--- src/rtl/sqw_pkg.sv ---
package sqw_pkg;
  localparam int unsigned RATE_W    = 4;
  localparam int unsigned CODES     = 1 << RATE_W;
  localparam int unsigned FIRST_TAP = 3;  // lowest code that maps straight to a stage
  localparam int unsigned ALIAS_OFS = 7;  // low codes reuse code+ALIAS_OFS

  typedef struct packed {
    logic [RATE_W-1:0] rate;
    logic              en;
  } sqw_cfg_t;

  // divider bit selected by a nonzero rate code
  function automatic int unsigned code_stage(int unsigned code);
    int unsigned eff;
    eff = (code < FIRST_TAP) ? code + ALIAS_OFS : code;
    return eff - 2;
  endfunction
endpackage

--- src/rtl/sqw_divider.sv ---
module sqw_divider #(
  parameter int unsigned STAGES = 15
) (
  input  logic              clk_i,
  input  logic              rst_ni,
  input  logic              tick_i,
  output logic [STAGES-1:0] cnt_o,
  output logic [STAGES-1:0] cnt_nxt_o
);
  logic [STAGES-1:0] cnt_q;

  assign cnt_nxt_o = tick_i ? cnt_q + 1'b1 : cnt_q;
  assign cnt_o     = cnt_q;

  always_ff @(posedge clk_i or negedge rst_ni) begin
    if (!rst_ni) cnt_q <= '0;
    else         cnt_q <= cnt_nxt_o;
  end

  AST_CNT_STEP: assert property (@(posedge clk_i) disable iff (!rst_ni)
    tick_i |=> cnt_q == $past(cnt_q) + 1'b1) else $error("cnt step");
  AST_CNT_HOLD: assert property (@(posedge clk_i) disable iff (!rst_ni)
    !tick_i |=> $stable(cnt_q)) else $error("cnt hold");
endmodule

--- src/rtl/sqw_cfg_regs.sv ---
module sqw_cfg_regs
  import sqw_pkg::*;
(
  input  logic              clk_i,
  input  logic              rst_ni,
  input  logic              rate_we_i,
  input  logic [RATE_W-1:0] rate_i,
  input  logic              ctrl_we_i,
  input  logic              sqw_en_i,
  output sqw_cfg_t          cfg_o
);
  sqw_cfg_t cfg_q;

  always_ff @(posedge clk_i or negedge rst_ni) begin
    if (!rst_ni) begin
      cfg_q <= '0;
    end else begin
      if (rate_we_i) cfg_q.rate <= rate_i;
      if (ctrl_we_i) cfg_q.en   <= sqw_en_i;
    end
  end

  assign cfg_o = cfg_q;

  AST_EN_WRITE: assert property (@(posedge clk_i) disable iff (!rst_ni)
    ctrl_we_i |=> cfg_q.en == $past(sqw_en_i)) else $error("en write");
  AST_RATE_WRITE: assert property (@(posedge clk_i) disable iff (!rst_ni)
    rate_we_i |=> cfg_q.rate == $past(rate_i)) else $error("rate write");
endmodule

--- src/rtl/sqw_tap_sel.sv ---
module sqw_tap_sel
  import sqw_pkg::*;
#(
  parameter int unsigned STAGES = 15
) (
  input  logic [STAGES-1:0] cnt_i,
  input  logic [STAGES-1:0] cnt_nxt_i,
  input  logic [RATE_W-1:0] code_i,
  output logic              tap_cur_o,
  output logic              tap_nxt_o
);
  logic [CODES-1:0] cur_vec, nxt_vec;

  for (genvar c = 0; c < CODES; c++) begin : g_code
    if (c == 0) begin : g_off
      assign cur_vec[c] = 1'b0;
      assign nxt_vec[c] = 1'b0;
    end else if (code_stage(c) < STAGES) begin : g_tap
      localparam int unsigned ST = code_stage(c);
      assign cur_vec[c] = cnt_i[ST];
      assign nxt_vec[c] = cnt_nxt_i[ST];
    end else begin : g_none
      assign cur_vec[c] = 1'b0;
      assign nxt_vec[c] = 1'b0;
    end
  end

  assign tap_cur_o = cur_vec[code_i];
  assign tap_nxt_o = nxt_vec[code_i];
endmodule

--- src/rtl/sqw_out_gate.sv ---
module sqw_out_gate
  import sqw_pkg::*;
(
  input  logic              clk_i,
  input  logic              rst_ni,
  input  sqw_cfg_t          cfg_i,
  input  logic              pwr_fail_i,
  input  logic              tap_cur_i,
  input  logic              tap_nxt_i,
  output logic [RATE_W-1:0] act_rate_o,
  output logic              sqw_o
);
  sqw_cfg_t act_q, act_d;
  logic     sqw_q, sqw_d, on, rise;

  // setting is handed over only while the pin is low
  assign act_d      = sqw_q ? act_q : cfg_i;
  assign act_rate_o = act_d.rate;

  assign on    = act_d.en && !pwr_fail_i && (act_d.rate != '0);
  assign rise  = !tap_cur_i && tap_nxt_i;
  assign sqw_d = on && tap_nxt_i && (sqw_q || rise);

  always_ff @(posedge clk_i or negedge rst_ni) begin
    if (!rst_ni) begin
      act_q <= '0;
      sqw_q <= 1'b0;
    end else begin
      act_q <= act_d;
      sqw_q <= sqw_d;
    end
  end

  assign sqw_o = sqw_q;

  AST_PF_LOW: assert property (@(posedge clk_i) disable iff (!rst_ni)
    pwr_fail_i |=> !sqw_q) else $error("pf low");
  AST_RISE_ON_TAP: assert property (@(posedge clk_i) disable iff (!rst_ni)
    $rose(sqw_q) |-> tap_cur_i) else $error("rise off tap");
  AST_CFG_HELD_HIGH: assert property (@(posedge clk_i) disable iff (!rst_ni)
    sqw_q |=> $stable(act_q)) else $error("cfg swap high");
  AST_CODE0_LOW: assert property (@(posedge clk_i) disable iff (!rst_ni)
    (act_q.rate == '0) |-> !sqw_q) else $error("code0");
  AST_DIS_LOW: assert property (@(posedge clk_i) disable iff (!rst_ni)
    !act_q.en |-> !sqw_q) else $error("disabled");
endmodule

--- src/rtl/sqw_gen.sv ---
module sqw_gen
  import sqw_pkg::*;
#(
  parameter int unsigned STAGES = 15
) (
  input  logic              clk_i,
  input  logic              rst_ni,
  input  logic              tick_i,
  input  logic              rate_we_i,
  input  logic [RATE_W-1:0] rate_i,
  input  logic              ctrl_we_i,
  input  logic              sqw_en_i,
  input  logic              pwr_fail_i,
  output logic [RATE_W-1:0] rate_o,
  output logic              sqw_en_o,
  output logic              sqw_o
);
  logic [STAGES-1:0] cnt, cnt_nxt;
  logic [RATE_W-1:0] act_rate;
  logic              tap_cur, tap_nxt;
  sqw_cfg_t          cfg;

  sqw_divider #(.STAGES(STAGES)) u_div (
    .clk_i, .rst_ni, .tick_i,
    .cnt_o(cnt), .cnt_nxt_o(cnt_nxt)
  );

  sqw_cfg_regs u_regs (
    .clk_i, .rst_ni, .rate_we_i, .rate_i, .ctrl_we_i, .sqw_en_i,
    .cfg_o(cfg)
  );

  sqw_tap_sel #(.STAGES(STAGES)) u_sel (
    .cnt_i(cnt), .cnt_nxt_i(cnt_nxt), .code_i(act_rate),
    .tap_cur_o(tap_cur), .tap_nxt_o(tap_nxt)
  );

  sqw_out_gate u_gate (
    .clk_i, .rst_ni, .cfg_i(cfg), .pwr_fail_i,
    .tap_cur_i(tap_cur), .tap_nxt_i(tap_nxt),
    .act_rate_o(act_rate), .sqw_o
  );

  assign rate_o   = cfg.rate;
  assign sqw_en_o = cfg.en;

  AST_RST_CLEAN: assert property (@(posedge clk_i) disable iff (!rst_ni)
    $rose(rst_ni) |-> !sqw_o) else $error("reset");
endmodule

--- config.mk ---
export PLATFORM = sky130hd
export DESIGN_NAME = sqw_gen
export DESIGN_NICKNAME = d
export VERILOG_FILES = /design/src/rtl/sqw_pkg.sv /design/src/rtl/sqw_divider.sv /design/src/rtl/sqw_cfg_regs.sv /design/src/rtl/sqw_tap_sel.sv /design/src/rtl/sqw_out_gate.sv /design/src/rtl/sqw_gen.sv
export SDC_FILE = /design/constraint.sdc
export NUM_CORES = 1
export LEC_CHECK = 0
export BUFFER_PORTS_ARGS = -buffer_cell sky130_fd_sc_hd__buf_4
export CORE_UTILIZATION = 57
export CTS_CLUSTER_SIZE = 16
export DETAILED_ROUTE_END_ITERATION = 10
export PLACE_DENSITY = 0.86
export REMOVE_ABC_BUFFERS = 1
export SYNTH_ARGS = -nofsm -noshare
export SYNTH_HDL_FRONTEND = slang
export SYNTH_HIERARCHICAL = 1
export SYNTH_SLANG_ARGS = --single-unit
--- constraint.sdc ---
create_clock -name clk_i -period 2.5 [get_ports clk_i]
set_input_delay 0.25 -clock clk_i [delete_from_list [all_inputs] [get_ports clk_i]]
set_output_delay 0.25 -clock clk_i [all_outputs]
set_load 0.01 [all_outputs]
Word level (Yosys, flattened, before mapping)
Cells that the tools add are included.
{"block": "totals", "register_bits": 26, "input_bits": 11}
{"block": "op_classes", "addsub": 1, "magnitude_cmp": 1, "mux": 6, "n_reduce_logical": 9}
{"operator": "15-bit by 1-bit adder with 15-bit output, second input constant", "count": 1}
{"operator": "14-bit 2-to-1 mux", "count": 1}
{"operator": "1-bit binary-select mux with 4-bit select", "count": 2}
{"operator": "1-bit logical AND", "count": 5}
{"operator": "4-bit by 5-bit < comparator with 1-bit output, second input constant", "count": 1}
{"operator": "5-bit 2-to-1 mux", "count": 1}
{"operator": "4-bit nonzero test", "count": 1}
{"operator": "1-bit logical NOT", "count": 2}
{"operator": "1-bit 2-to-1 mux", "count": 2}
{"operator": "1-bit logical OR", "count": 1}

Logic depth before layout (Yosys ltp)
Gate-level depths: netlist of run 1.
{"block": "depth", "ltp_word": 7, "depth_mapped": 9, "depth_no_buf": 9}

By module
The synthesis of run 1 kept the hierarchy.
{"module": "sqw_divider", "instances": 1, "cells_per_inst": 55, "area_each_um2": 708.2, "seq_area_each_um2": 375.4}
{"module": "sqw_tap_sel", "instances": 1, "cells_per_inst": 29, "area_each_um2": 276.5, "seq_area_each_um2": 0.0}
{"module": "sqw_out_gate", "instances": 1, "cells_per_inst": 20, "area_each_um2": 260.2, "seq_area_each_um2": 150.1}
{"module": "sqw_cfg_regs", "instances": 1, "cells_per_inst": 10, "area_each_um2": 181.4, "seq_area_each_um2": 125.1}

Worst setup path after synthesis of run 1
OpenSTA, ideal clock, no wires.
{"block": "synth_path", "path_kind": "reg2reg", "from": "register u_gate.sqw_q (netlist: u_gate/sqw_o)", "to": "register u_gate.sqw_q (netlist: u_gate/sqw_o)", "setup_ns": 0.100, "arrival_time_ns": 1.993, "slack_ns": 0.407, "stages_incl_launch_ff": 9, "cell_sequence": "dfrtp_1 -> mux2_2 -> buf_4 -> mux2_2 -> a22o_1 -> a22oi_1 -> nand2_1 -> o21ai_0 -> nor4bb_1"}
{"item": "start: declaration", "line": "sqw_out_gate.sv:14", "rtl": "logic sqw_q, sqw_d, on, rise;"}
{"item": "start signal: assignment", "line": "sqw_out_gate.sv:30", "rtl": "sqw_q <= sqw_d;"}

Worst setup path after layout of run 1
{"block": "layout_path", "from": "register u_gate.sqw_q (netlist: u_gate/sqw_o)", "to": "register u_gate.sqw_q (netlist: u_gate/sqw_o)"}
{"block": "layout_via", "elab_chain_len": 7, "elab_cells_between_ends": 13, "cone_classes": "5 x mux; 8 x reduce/logical"}
{"item": "5-bit 2-to-1 mux", "line": "sqw_out_gate.sv:17", "rtl": "assign act_d = sqw_q ? act_q : cfg_i;"}
{"item": "via act_rate[0]", "line": "sqw_gen.sv:19", "rtl": "logic [RATE_W-1:0] act_rate;"}
{"item": "1-bit binary-select mux with 4-bit select", "line": "sqw_tap_sel.sv:28", "rtl": "assign tap_cur_o = cur_vec[code_i];"}
{"item": "1-bit 2-to-1 mux (implied by the code)", "line": "sqw_tap_sel.sv:28"}
{"item": "via tap_cur", "line": "sqw_gen.sv:20", "rtl": "logic tap_cur, tap_nxt;"}
{"item": "1-bit logical NOT", "line": "sqw_out_gate.sv:21", "rtl": "assign rise = !tap_cur_i && tap_nxt_i;"}
{"item": "1-bit logical AND", "line": "sqw_out_gate.sv:21"}
{"item": "1-bit logical OR", "line": "sqw_out_gate.sv:22", "rtl": "assign sqw_d = on && tap_nxt_i && (sqw_q || rise);"}
{"item": "1-bit logical AND", "line": "sqw_out_gate.sv:22"}
{"item": "via u_gate.sqw_d", "line": "sqw_out_gate.sv:14"}
The timed path passes the listed nets, and every way through them passes these cells. The select of a mux whose other input is x is not followed.
A chain may end at the register's enable or synchronous reset.

==> results of run 1 <==
==> layer usage <==
metal / GRT usage, % / vias to the layer above / wire length, um
met5: 0 / - / 0
met1: 25.9 / 459 / 1050
met4: 8.33 / 0 / 33
li1: - / 437 / -
met2: 40.4 / 31 / 1260
met3: 2.68 / 4 / 114
==> registers in the layout, indices dropped and copies added (netlist names) <==
register / count
u_div/cnt_o: 14
u_gate/act_q: 5
u_gate/sqw_o: 1
u_regs/cfg_o: 5
==> per-stage QoR <==
step / worst slack (ps) / cells / total power (uW) / instance area (um^2) / hold slack [ps]
finish: 128 / 154 / 1210 / 1520 / 95.0
global route: 5.88 / 154 / 1270 / 1520 / 77.2
CTS: 163 / 154 / 1210 / 1520 / 86.8
detailed placement: 189 / 149 / 1030 / 1490 / 166
global placement: 250 / 149 / 1010 / 1490 / 165
floorplan: 402 / 105 / 911 / 1330 / -45.6
==> where the power goes <==
part           total (uW)  internal, uW  switching, uW
Clock                 177          62.4            114
Sequential            609           489            120
Combinational         419           217            203
==> area by class of cell <==
| type | count | area share [%] |
|---|---|---|
| clock buffer | 4 | 1.72 |
| inverter | 3 | 0.739 |
| multi-input combinational | 77 | 45.6 |
| sequential | 25 | 41.1 |
| tap | 28 | 2.30 |
| timing repair buffer | 17 | 8.54 |
==> worst paths after layout <==
| kind | end | slack (ps) | startpoint | cells past startpoint |
|---|---|---|---|---|
| worst max-delay path | u_gate/sqw_o | 130 | u_gate/sqw_o | 6 |
| worst min-delay path | u_gate/sqw_o | 90 | pwr_fail_i | 2 |
| worst max register to register | u_gate/sqw_o | 130 | u_gate/sqw_o | 6 |
| worst min register to register | u_gate/act_q[0] | 490 | u_gate/act_q[0] | 2 |
| max in group asynchronous | u_gate/act_q[3] | 1900 | rst_ni | 2 |
| min in group asynchronous | u_regs/cfg_o[1] | 360 | rst_ni | 2 |
==> worst max-delay path: stages (launching register included) <==
cell,delay [ps]
sky130_fd_sc_hd__dfrtp_1,480
sky130_fd_sc_hd__mux2_2,510
sky130_fd_sc_hd__mux4_1,610
sky130_fd_sc_hd__a22oi_1,180
sky130_fd_sc_hd__nand2_1,70
sky130_fd_sc_hd__o21ai_0,180
sky130_fd_sc_hd__nor4bb_1,240
==> impl_summary.log, run 1 <==
[metrics] status: finished, final reports clean
[metrics] number of vias after detailed routing: roughly 930
[metrics] CTS max path bufs: 2
[metrics] area growth from synthesis to layout: 10.9%
[metrics] area of combinational cells with multiple inputs: between 600 and 700 um^2
[metrics] synthesized cell area: 1370 um^2
[metrics] # port buffers: 16
[metrics] number of diodes added for antenna fixing: 0
[metrics] number of warnings printed during yosys synthesis: 6
[metrics] number of clock buffers inserted by TritonCTS: 3
[metrics] max-slew violation count: 0
[metrics] number of detailed-routing iterations run before antenna repair: 4
[metrics] TritonCTS clock tree: built
[metrics] Detailed Place HPWL: about 1800 um
[metrics] number of nets in the layout: about 140
[metrics] width of the chip: around 51 um
[metrics] Via density: approximately 6
[metrics] CP Max Fanout: 15
[metrics] number of I/O pins: 17
[metrics] class of the most critical setup path: flip-flop to flip-flop
[metrics] layout cells sized above 1: a little under a third
[metrics] maximum number of pins on one net before global-route repair: 26
[metrics] time the final worst path needs with I/O delays and setup: between 2000 and 2500 ps
[metrics] final antenna-violating net count: 0
[metrics] number of setup violations in the final report: 0
[metrics] Crit path arrival time: between 2000 and 3000 ps
[metrics] commonest cells after routing, fill and taps aside: sky130_fd_sc_hd__dfrtp_1 (25), sky130_fd_sc_hd__buf_4 (16), sky130_fd_sc_hd__mux2_2 (12)
[metrics] aggregate global routing overflow: 0
[metrics] leading cell type in the layout, fill and taps excluded: sky130_fd_sc_hd__dfrtp_1
[metrics] clock transition at the registers of the reported paths: roughly 120 ps
[metrics] utilization after layout: between 60% and 70%
[metrics] total clock sinks: 25
[metrics] later-pin clock latency in the skew report: ~320 ps
[metrics] number of buffers inserted to repair setup after CTS: 0
[metrics] post-CTS resize count: 0
[metrics] remaining max-slew budget at the tightest pin: 74.1%
[metrics] post-detailed-route wirelength per cell: approximately 16 um
[metrics] wire length of the first global-routing pass: a little over 4000 um
[metrics] number of maximum-capacitance violations: 0
[metrics] Die Footprint: around 2600 um^2
[metrics] number of failing hold endpoints at the final stage: 0
[metrics] slew at the pin closest to its max-slew limit: ~390 ps
[metrics] Detailed Route Iter0 Violations: 18
[metrics] highest clock rate: between 400 and 500 MHz
[metrics] area occupied by registers: 626 um^2
[metrics] # H-tree levels: 1
[metrics] RSZ-0062 raised after global routing: no
[metrics] worst endpoint required time: around 2700 ps
[metrics] count of filler cells inserted in the layout: ~160
[metrics] total power per unit cell area: 791 nW/um^2
[metrics] static leakage power: between 0.0006 and 0.0007 uW
[metrics] area of the core: around 2200 um^2
[metrics] gate count after technology mapping: 110
[metrics] effective utilization at floorplan: approximately 62%
[metrics] num rows: 17
[metrics] maximum vdd drop: between 0.0007 and 0.0008 V
[metrics] total DRC errors in the routed layout: 0
[metrics] placer's final routability congestion estimate: slightly below 0.8
[metrics] Sum Neg Setup Slack: 0 ps
[metrics] Worst Setup End Kind: flip-flop
[metrics] Total GRT Usage: between 20 and 25%
[metrics] antenna violations before repair: 0
[metrics] type of element launching the critical path: flip-flop
[metrics] root buffer selected by CTS: sky130_fd_sc_hd__clkbuf_4
[metrics] number of global-route vias before repair: around 930
[metrics] Worst Clk Skew: 8.99 ps
[metrics] detailed-route wire length: 2460 um
[metrics] die extent in y: between 50 and 60 um
[metrics] worst hold path class: input pin to flip-flop
[metrics] Post-CTS Hold Fix Bufs: 1
[metrics] final worst path period share: ~95%
[metrics] average footprint of a synthesized cell: 12.5 um^2
Note: power is estimated with default switching activity, not from simulation.
==> inputs of run 2 (changes only) <==
- ABC_AREA: default -> 1
- CORE_UTILIZATION: 57 -> 58
- PLACE_DENSITY: 0.86 -> 0.87
- SLEW_MARGIN: default -> 15
==> run 2 against run 1 <==
Net effect:
- power rose by 2.3%
- register-to-register slack better by 430 ps
- highest routed layer unchanged
- critical path type unchanged
- non-clock buffer count grew 1
- setup slack better by 430 ps
- critical path depth grew 6
- cell count up 88%
==> impl_summary.log, run 2 <==
[metrics] power dissipated by switching net loads: 513 uW (was 437 uW)
[metrics] number of I/O pins: 17 (unchanged)
[metrics] Detailed Place HPWL: 2490 um (was 1830 um)
[metrics] post-route setup slack: 553 ps (was 128 ps)
[metrics] largest delay contributor family on the critical path: simple AND/OR/NAND/NOR gates (was multiplexers)
[metrics] slowest cell delay on critical path: 440 ps (was 610 ps)
[metrics] number of nets in the layout: 271 (was 139)
[metrics] area of the core: 2730 um^2 (was 2230 um^2)
[metrics] highest clock rate: 514 MHz (was 422 MHz)
[metrics] critical path's most frequent cell: sky130_fd_sc_hd__nor2_1
[metrics] area occupied by registers: 626 um^2 (unchanged)
[metrics] wire length of the first global-routing pass: 5730 um (was 4140 um)
[metrics] # H-tree levels: 1 (unchanged)
[metrics] switching share of total power: 41.7% (was 36.3%)
[metrics] die extent in y: 55.4 um (was 51.1 um)
[metrics] leading cell type in the layout, fill and taps excluded: sky130_fd_sc_hd__nand2_1 (was sky130_fd_sc_hd__dfrtp_1)
[metrics] antenna violations before repair: 0 (unchanged)
[metrics] clock transition at the registers of the reported paths: 130 ps (was 120 ps)
[metrics] number of buffers inserted to repair setup after CTS: 0 (unchanged)
[metrics] Flop pwr share: 47.2% (was 50.6%)
[metrics] number of failing hold endpoints at the final stage: 0 (unchanged)
[metrics] CP Max Fanout: 5 (was 15)
[metrics] commonest cells after routing, fill and taps aside: sky130_fd_sc_hd__nand2_1 (85), sky130_fd_sc_hd__inv_1 (49), sky130_fd_sc_hd__nand3_1 (33) (was sky130_fd_sc_hd__dfrtp_1 (25), sky130_fd_sc_hd__buf_4 (16), sky130_fd_sc_hd__mux2_2 (12))
[metrics] count of placed standard cells in the final layout, fillers left out: 289 (was 154)
[metrics] Crit path arrival time: 2210 ps (was 2590 ps)
[metrics] remaining max-slew budget at the tightest pin: 71.6% (was 74.1%)
[metrics] cell chain of the critical path: ha_1, nand3_2, nor3_4, xor2_1, nor2_1, nor2_1, nand2_1, nand3_1, nand3_1, nand2_1, nand4_1, nor2_1 (was mux2_2, mux4_1, a22oi_1, nand2_1, o21ai_0, nor4bb_1)
[metrics] maximum number of pins on one net before global-route repair: 26 (unchanged)
[metrics] time the final worst path needs with I/O delays and setup: 1950 ps (was 2370 ps)
[metrics] class of the most critical setup path: flip-flop to flip-flop (unchanged)
[metrics] static leakage power: 0.00100 uW (was 0.000691 uW)
[metrics] number of diodes added for antenna fixing: 0 (unchanged)
[metrics] Pint: 719 uW (was 768 uW)
[metrics] Via density: 5.11 (was 6.05)
[metrics] number of detailed-routing iterations run before antenna repair: 4 (unchanged)
[metrics] slew at the pin closest to its max-slew limit: 426 ps (was 388 ps)
[metrics] total buffers and inverters traversed by the critical path: 0 (unchanged)
[metrics] worst hold margin: 114 ps (was 95.0 ps)
[metrics] count of filler cells inserted in the layout: 258 (was 164)
[metrics] utilization after layout: 65.3% (was 68.2%)
[metrics] total DRC errors in the routed layout: 0 (unchanged)
[metrics] num rows: 19 (was 17)
[metrics] root buffer selected by CTS: sky130_fd_sc_hd__clkbuf_4 (unchanged)
[metrics] worst hold path class: input pin to flip-flop (unchanged)
[metrics] Die Footprint: 3070 um^2 (was 2610 um^2)
[metrics] maximum vdd drop: 0.000645 V (was 0.000739 V)
[metrics] gate count after technology mapping: 245 (was 110)
[metrics] average footprint of a synthesized cell: 6.75 um^2 (was 12.5 um^2)
[metrics] number of clock buffers inserted by TritonCTS: 3 (unchanged)
[metrics] power share of the combinational group: 38.2% (was 34.8%)
[metrics] post-CTS resize count: 0 (unchanged)
[metrics] layout cells sized above 1: 13.6% (was 30.2%)
[metrics] total power per unit cell area: 691 nW/um^2 (was 791 nW/um^2)
[metrics] type of element launching the critical path: flip-flop (unchanged)
[metrics] number of vias after detailed routing: 1478 (was 931)
[metrics] number of warnings printed during yosys synthesis: 6 (unchanged)
[metrics] detailed-route wire length: 3360 um (was 2460 um)
[metrics] final worst path period share: 77.9% (was 94.9%)
[metrics] clock power share: 14.6% (about the same)
[metrics] Sum Neg Setup Slack: 0 ps (unchanged)
[metrics] post-detailed-route wirelength per cell: 11.6 um (was 16.0 um)
[metrics] Post-Place Setup Slack: 594 ps (was 189 ps)
[metrics] TritonCTS clock tree: built (unchanged)
[metrics] number of maximum-capacitance violations: 0 (unchanged)
[metrics] total clock sinks: 25 (unchanged)
[metrics] CTS max path bufs: 2 (unchanged)
[metrics] number of global-route vias before repair: 1382 (was 931)
[metrics] worst endpoint required time: 2760 ps (was 2710 ps)
[metrics] final antenna-violating net count: 0 (unchanged)
[metrics] number of setup violations in the final report: 0 (unchanged)
[metrics] width of the chip: 55.4 um (was 51.1 um)
[metrics] Worst Setup End Kind: flip-flop (unchanged)
[metrics] max reg flops: 14 (unchanged)
[metrics] status: finished, final reports clean (unchanged)
[metrics] max-slew violation count: 0 (unchanged)
[metrics] effective utilization at floorplan: 60.5% (was 61.5%)
[metrics] synthesized cell area: 1650 um^2 (was 1370 um^2)
[metrics] placer's final routability congestion estimate: 0.919 (was 0.794)
[metrics] aggregate global routing overflow: 0 (unchanged)
[metrics] cell count after placement: 284 (was 149)
[metrics] later-pin clock latency in the skew report: 320 ps (about the same)
[metrics] # port buffers: 16 (unchanged)
[metrics] Detailed Route Iter0 Violations: 71 (was 18)
[metrics] area of combinational cells with multiple inputs: 753 um^2 (was 696 um^2)
[metrics] RSZ-0062 raised after global routing: no (unchanged)
[metrics] area growth from synthesis to layout: 7.87% (was 10.9%)
[metrics] Worst Clk Skew: 1.41 ps (was 8.99 ps)
[metrics] Total GRT Usage: 23.7% (was 22.0%)
[metrics] Slowest-stage cell, CP: sky130_fd_sc_hd__dfrtp_1 (was sky130_fd_sc_hd__mux4_1)
## run 2: layout make-up
| type | count | share of cell area, % |
|---|---|---|
| Multi-Input combinational cell | 157 | 42.2 |
| Sequential cell | 25 | 35.1 |
| Tap cell | 31 | 2.17 |
| Inverter | 54 | 11.4 |
| Timing Repair Buffer | 18 | 7.71 |
| Clock buffer | 4 | 1.47 |
## run 2: worst paths after layout
check	from	end	slack [ps]	depth (start not counted)
worst max-delay path	u_div/cnt_o[0]	u_gate/sqw_o	550	12
min in group asynchronous	rst_ni	u_gate/act_q[2]	370	2
worst max register to register	u_div/cnt_o[0]	u_gate/sqw_o	550	12
worst min-delay path	sqw_en_i	u_regs/cfg_o[0]	110	3
worst min register to register	u_regs/cfg_o[3]	u_regs/cfg_o[3]	520	2
max in group asynchronous	rst_ni	u_gate/sqw_o	1880	2
## run 2: repair_timing
action	in CTS	in global routing
setup endpoints to repair	0	0
endpoints found under the hold margin	25	0
hold buffers	1	0
## run 2: tightest hold or removal path, stage by stage
cell	delay, ps
sky130_fd_sc_hd__buf_4	70
sky130_fd_sc_hd__nand2_1	30
sky130_fd_sc_hd__nand2_1	50
## run 2: routing by layer
layer / part of all wire (%) / wire length [um] / track usage [%] / vias to the layer above
li1: - / - / - / 756
met1: 43 / 1460 / 30.9 / 677
met2: 51 / 1700 / 39.4 / 39
met3: 4.5 / 151 / 4.92 / 6
met4: 1.4 / 47 / 7.50 / 0
met5: 0 / 0 / 0 / -
## run 2: through the flow
step	area [um^2]	total power, uW
after floorplan	1580	923
after global placement	1750	1040
after detailed placement	1750	1060
after CTS	1780	1240
after global routing	1780	1330
final	1780	1230
## run 2: power groups by stage
stage          Clock (uW)  Sequential [uW]  Combinational [uW]
2_1_floorplan           0              574                 349
3_3_place_gp            0              588                 456
3_5_place_dp            0              590                 465
4_1_cts               189              583                 468
5_1_grt               198              598                 535
6_report              180              582                 470
==> inputs of run 3 (changes only) <==
- clock period: 2.5 -> 1.8 ns (I/O delays scaled with it)
==> run 3 against run 2 <==
Net effect:
- the run now ends with negative setup slack left
- count of clock-buffer cells in the layout down 1
- global-route usage up 1.9 points
- cell count up 6.2%
==> impl_summary.log, run 3 (same netlist as run 2, synthesis figures left out) <==
[metrics] status: finished with violations (was finished, final reports clean)
[metrics] violated checks: negative setup slack
[metrics] area growth from synthesis to layout: 19.7% (was 7.87%)
[metrics] CTS max path bufs: 2 (unchanged)
[metrics] final antenna-violating net count: 0 (unchanged)
[metrics] Worst Setup End Kind: flip-flop (unchanged)
[metrics] worst hold path class: input pin to flip-flop (unchanged)
[metrics] Crit path arrival time: 2170 ps (was 2210 ps)
[metrics] Detailed Place HPWL: 2610 um (was 2490 um)
[metrics] clock transition at the registers of the reported paths: 150 ps (was 130 ps)
[metrics] Via density: 5.17 (was 5.11)
[metrics] class of the most critical setup path: flip-flop to flip-flop (unchanged)
[metrics] Sum Neg Setup Slack: -144 ps (was 0 ps)
[metrics] path depth of the worst reg2reg path: 16 (was 12)
[metrics] total clock sinks: 25 (unchanged)
[metrics] # H-tree levels: 1 (unchanged)
[metrics] count of filler cells inserted in the layout: 217 (was 258)
[metrics] number of maximum-capacitance violations: 0 (unchanged)
[metrics] area of the core: 2730 um^2 (unchanged)
[metrics] Total GRT Usage: 25.6% (was 23.7%)
[metrics] layout cells sized above 1: 22.1% (was 13.6%)
[metrics] number of global-route vias before repair: 1413 (was 1382)
[metrics] maximum number of pins on one net before global-route repair: 26 (unchanged)
[metrics] antenna violations before repair: 0 (unchanged)
[metrics] final worst path period share: 108% (was 77.9%)
[metrics] number of detailed-routing iterations run before antenna repair: 5 (was 4)
[metrics] number of nets in the layout: 289 (was 271)
[metrics] die extent in y: 55.4 um (unchanged)
[metrics] Detailed Route Iter0 Violations: 100 (was 71)
[metrics] number of diodes added for antenna fixing: 0 (unchanged)
[metrics] highest clock rate: 514 MHz (about the same)
[metrics] later-pin clock latency in the skew report: 320 ps (about the same)
[metrics] number of I/O pins: 17 (unchanged)
[metrics] total DRC errors in the routed layout: 0 (unchanged)
[metrics] reg2reg end: u_gate/sqw_o (unchanged)
[metrics] commonest cells after routing, fill and taps aside: sky130_fd_sc_hd__nand2_1 (84), sky130_fd_sc_hd__inv_1 (49), sky130_fd_sc_hd__buf_4 (34) (was sky130_fd_sc_hd__nand2_1 (85), sky130_fd_sc_hd__inv_1 (49), sky130_fd_sc_hd__nand3_1 (33))
[metrics] critical path's most frequent cell: sky130_fd_sc_hd__nand2_1 (was sky130_fd_sc_hd__nor2_1)
[metrics] aggregate global routing overflow: 0 (unchanged)
[metrics] dpl cell area: 1810 um^2 (was 1750 um^2)
[metrics] width of the chip: 55.4 um (unchanged)
[metrics] worst endpoint required time: 2030 ps (was 2760 ps)
[metrics] startpoint of the lowest-slack hold path: rate_i[2] (was sqw_en_i)
[metrics] remaining max-slew budget at the tightest pin: 78.6% (was 71.6%)
[metrics] post-route setup slack: -144 ps (was 553 ps)
[metrics] RSZ-0062 raised after global routing: yes (was no)
[metrics] Worst Clk Skew: 3.34 ps (was 1.41 ps)
[metrics] post-detailed-route wirelength per cell: 12.2 um (was 11.6 um)
[metrics] max reg flops: 14 (unchanged)
[metrics] wire length of the first global-routing pass: 6260 um (was 5730 um)
[metrics] Final Instance Area: 1980 um^2 (was 1780 um^2)
[metrics] number of clock buffers inserted by TritonCTS: 3 (unchanged)
[metrics] max-slew violation count: 0 (unchanged)
[metrics] slew at the pin closest to its max-slew limit: 321 ps (was 426 ps)
[metrics] total power per unit cell area: 1020 nW/um^2 (was 691 nW/um^2)
[metrics] maximum vdd drop: 0.000793 V (was 0.000645 V)
[metrics] static leakage power: 0.00111 uW (was 0.00100 uW)
[metrics] effective utilization at floorplan: 60.5% (unchanged)
[metrics] time the final worst path needs with I/O delays and setup: 1940 ps (was 1950 ps)
[metrics] Worst Hold Path Cells: 3 (unchanged)
[metrics] end point of the most critical hold path: u_regs/cfg_o[3] (was u_regs/cfg_o[0])
[metrics] detailed-route wire length: 3750 um (was 3360 um)
[metrics] number of failing hold endpoints at the final stage: 0 (unchanged)
[metrics] launch instance of the worst register-to-register path: u_div/cnt_o[1] (was u_div/cnt_o[0])
[metrics] flop-to-flop setup slack: -140 ps (was 550 ps)
[metrics] cell chain of the critical path: buf_4, ha_4, nand3_4, nor3_4, buf_4, nand2_1, nand2_1, nand2_1, inv_1, nand2_1, nand3_1, nand3_1, nand3_1, nand2_1, nand4_1, nor2_1 (was ha_1, nand3_2, nor3_4, xor2_1, nor2_1, nor2_1, nand2_1, nand3_1, nand3_1, nand2_1, nand4_1, nor2_1)
[metrics] type of element launching the critical path: flip-flop (unchanged)
[metrics] CP Max Fanout: 4 (was 5)
[metrics] leading cell type in the layout, fill and taps excluded: sky130_fd_sc_hd__nand2_1 (unchanged)
[metrics] number of setup violations in the final report: 1 (was 0)
[metrics] placer's final routability congestion estimate: 0.829 (was 0.919)
[metrics] # port buffers: 16 (unchanged)
[metrics] num rows: 19 (unchanged)
[metrics] Die Footprint: 3070 um^2 (unchanged)
[metrics] slowest cell delay on critical path: 380 ps (was 440 ps)
[metrics] number of vias after detailed routing: 1586 (was 1478)
[metrics] TritonCTS clock tree: built (unchanged)
[metrics] root buffer selected by CTS: sky130_fd_sc_hd__clkbuf_4 (unchanged)
[metrics] Slowest-stage cell, CP: sky130_fd_sc_hd__dfrtp_1 (unchanged)
run 3: how the worst max path moves through the flow:
stage	to	depth (start not counted)	startpoint	slack [ps]
6_report	u_gate/sqw_o	16	u_div/cnt_o[1]	-140
2_1_floorplan	u_gate/sqw_o	13	u_gate/sqw_o	40
5_1_grt	u_gate/sqw_o	16	u_div/cnt_o[1]	-270
3_3_place_gp	u_gate/sqw_o	14	u_div/cnt_o[5]	30
3_5_place_dp	u_gate/sqw_o	12	u_div/cnt_o[1]	-40
4_1_cts	u_gate/sqw_o	12	u_div/cnt_o[1]	-60
run 3: stage by stage:
step / util (%) / hold slack, ps / instances / setup slack, ps / total power (uW)
final: 72.4 / 41.2 / 307 / -144 / 2030
after global placement: 66.3 / 103 / 291 / 33.0 / 1560
after CTS: 70.8 / 40.0 / 302 / -60.1 / 1970
after detailed placement: 66.3 / 103 / 291 / -35.2 / 1590
after global routing: 72.4 / 41.2 / 307 / -265 / 2180
after floorplan: - / -116 / 236 / 35.2 / 1280
run 3: area by class of cell:
cell class	count	area, um^2	area share (%)
clock buffers	3	22.5	1.14
repair buffers	36	285	14.4
flip-flops and latches	25	626	31.6
clock inverters	1	7.51	0.379
multi-input cells	157	798	40.3
inverters	54	203	10.2
well taps	31	38.8	1.96
run 3: metal layers:
metal	share of wire (%)	up-vias	track usage, %
met4	1.2	0	7.14
met2	49	58	41.3
met5	0	-	0
met3	5.5	6	2.58
met1	44	734	36.9
li1	-	788	-
run 3: report_power, final:
part           switching [uW]  internal, uW  total, uW
clock                     179          84.8        264
combinational             556           440        996
sequential                102           668        770
run 3: worst max-delay path, delay by kind of cell (launching register included):
kind                       cells  cell delay (ps)
adders and majority gates      1              140
buffers and inverters          3              350
and+or+nand+nor               12             1000
DFF                            1              380
run 3: what timing repair did:
| action | 4_1_cts | 5_1_grt |
|---|---|---|
| pin swaps | 12 | 4 |
| buffers inserted | 6 | 5 |
| endpoints found under the setup margin | 1 | 1 |
| hold endpoints to repair | 25 | 0 |
| hold buffers | 1 | 0 |
| resized for setup | 7 | 3 |
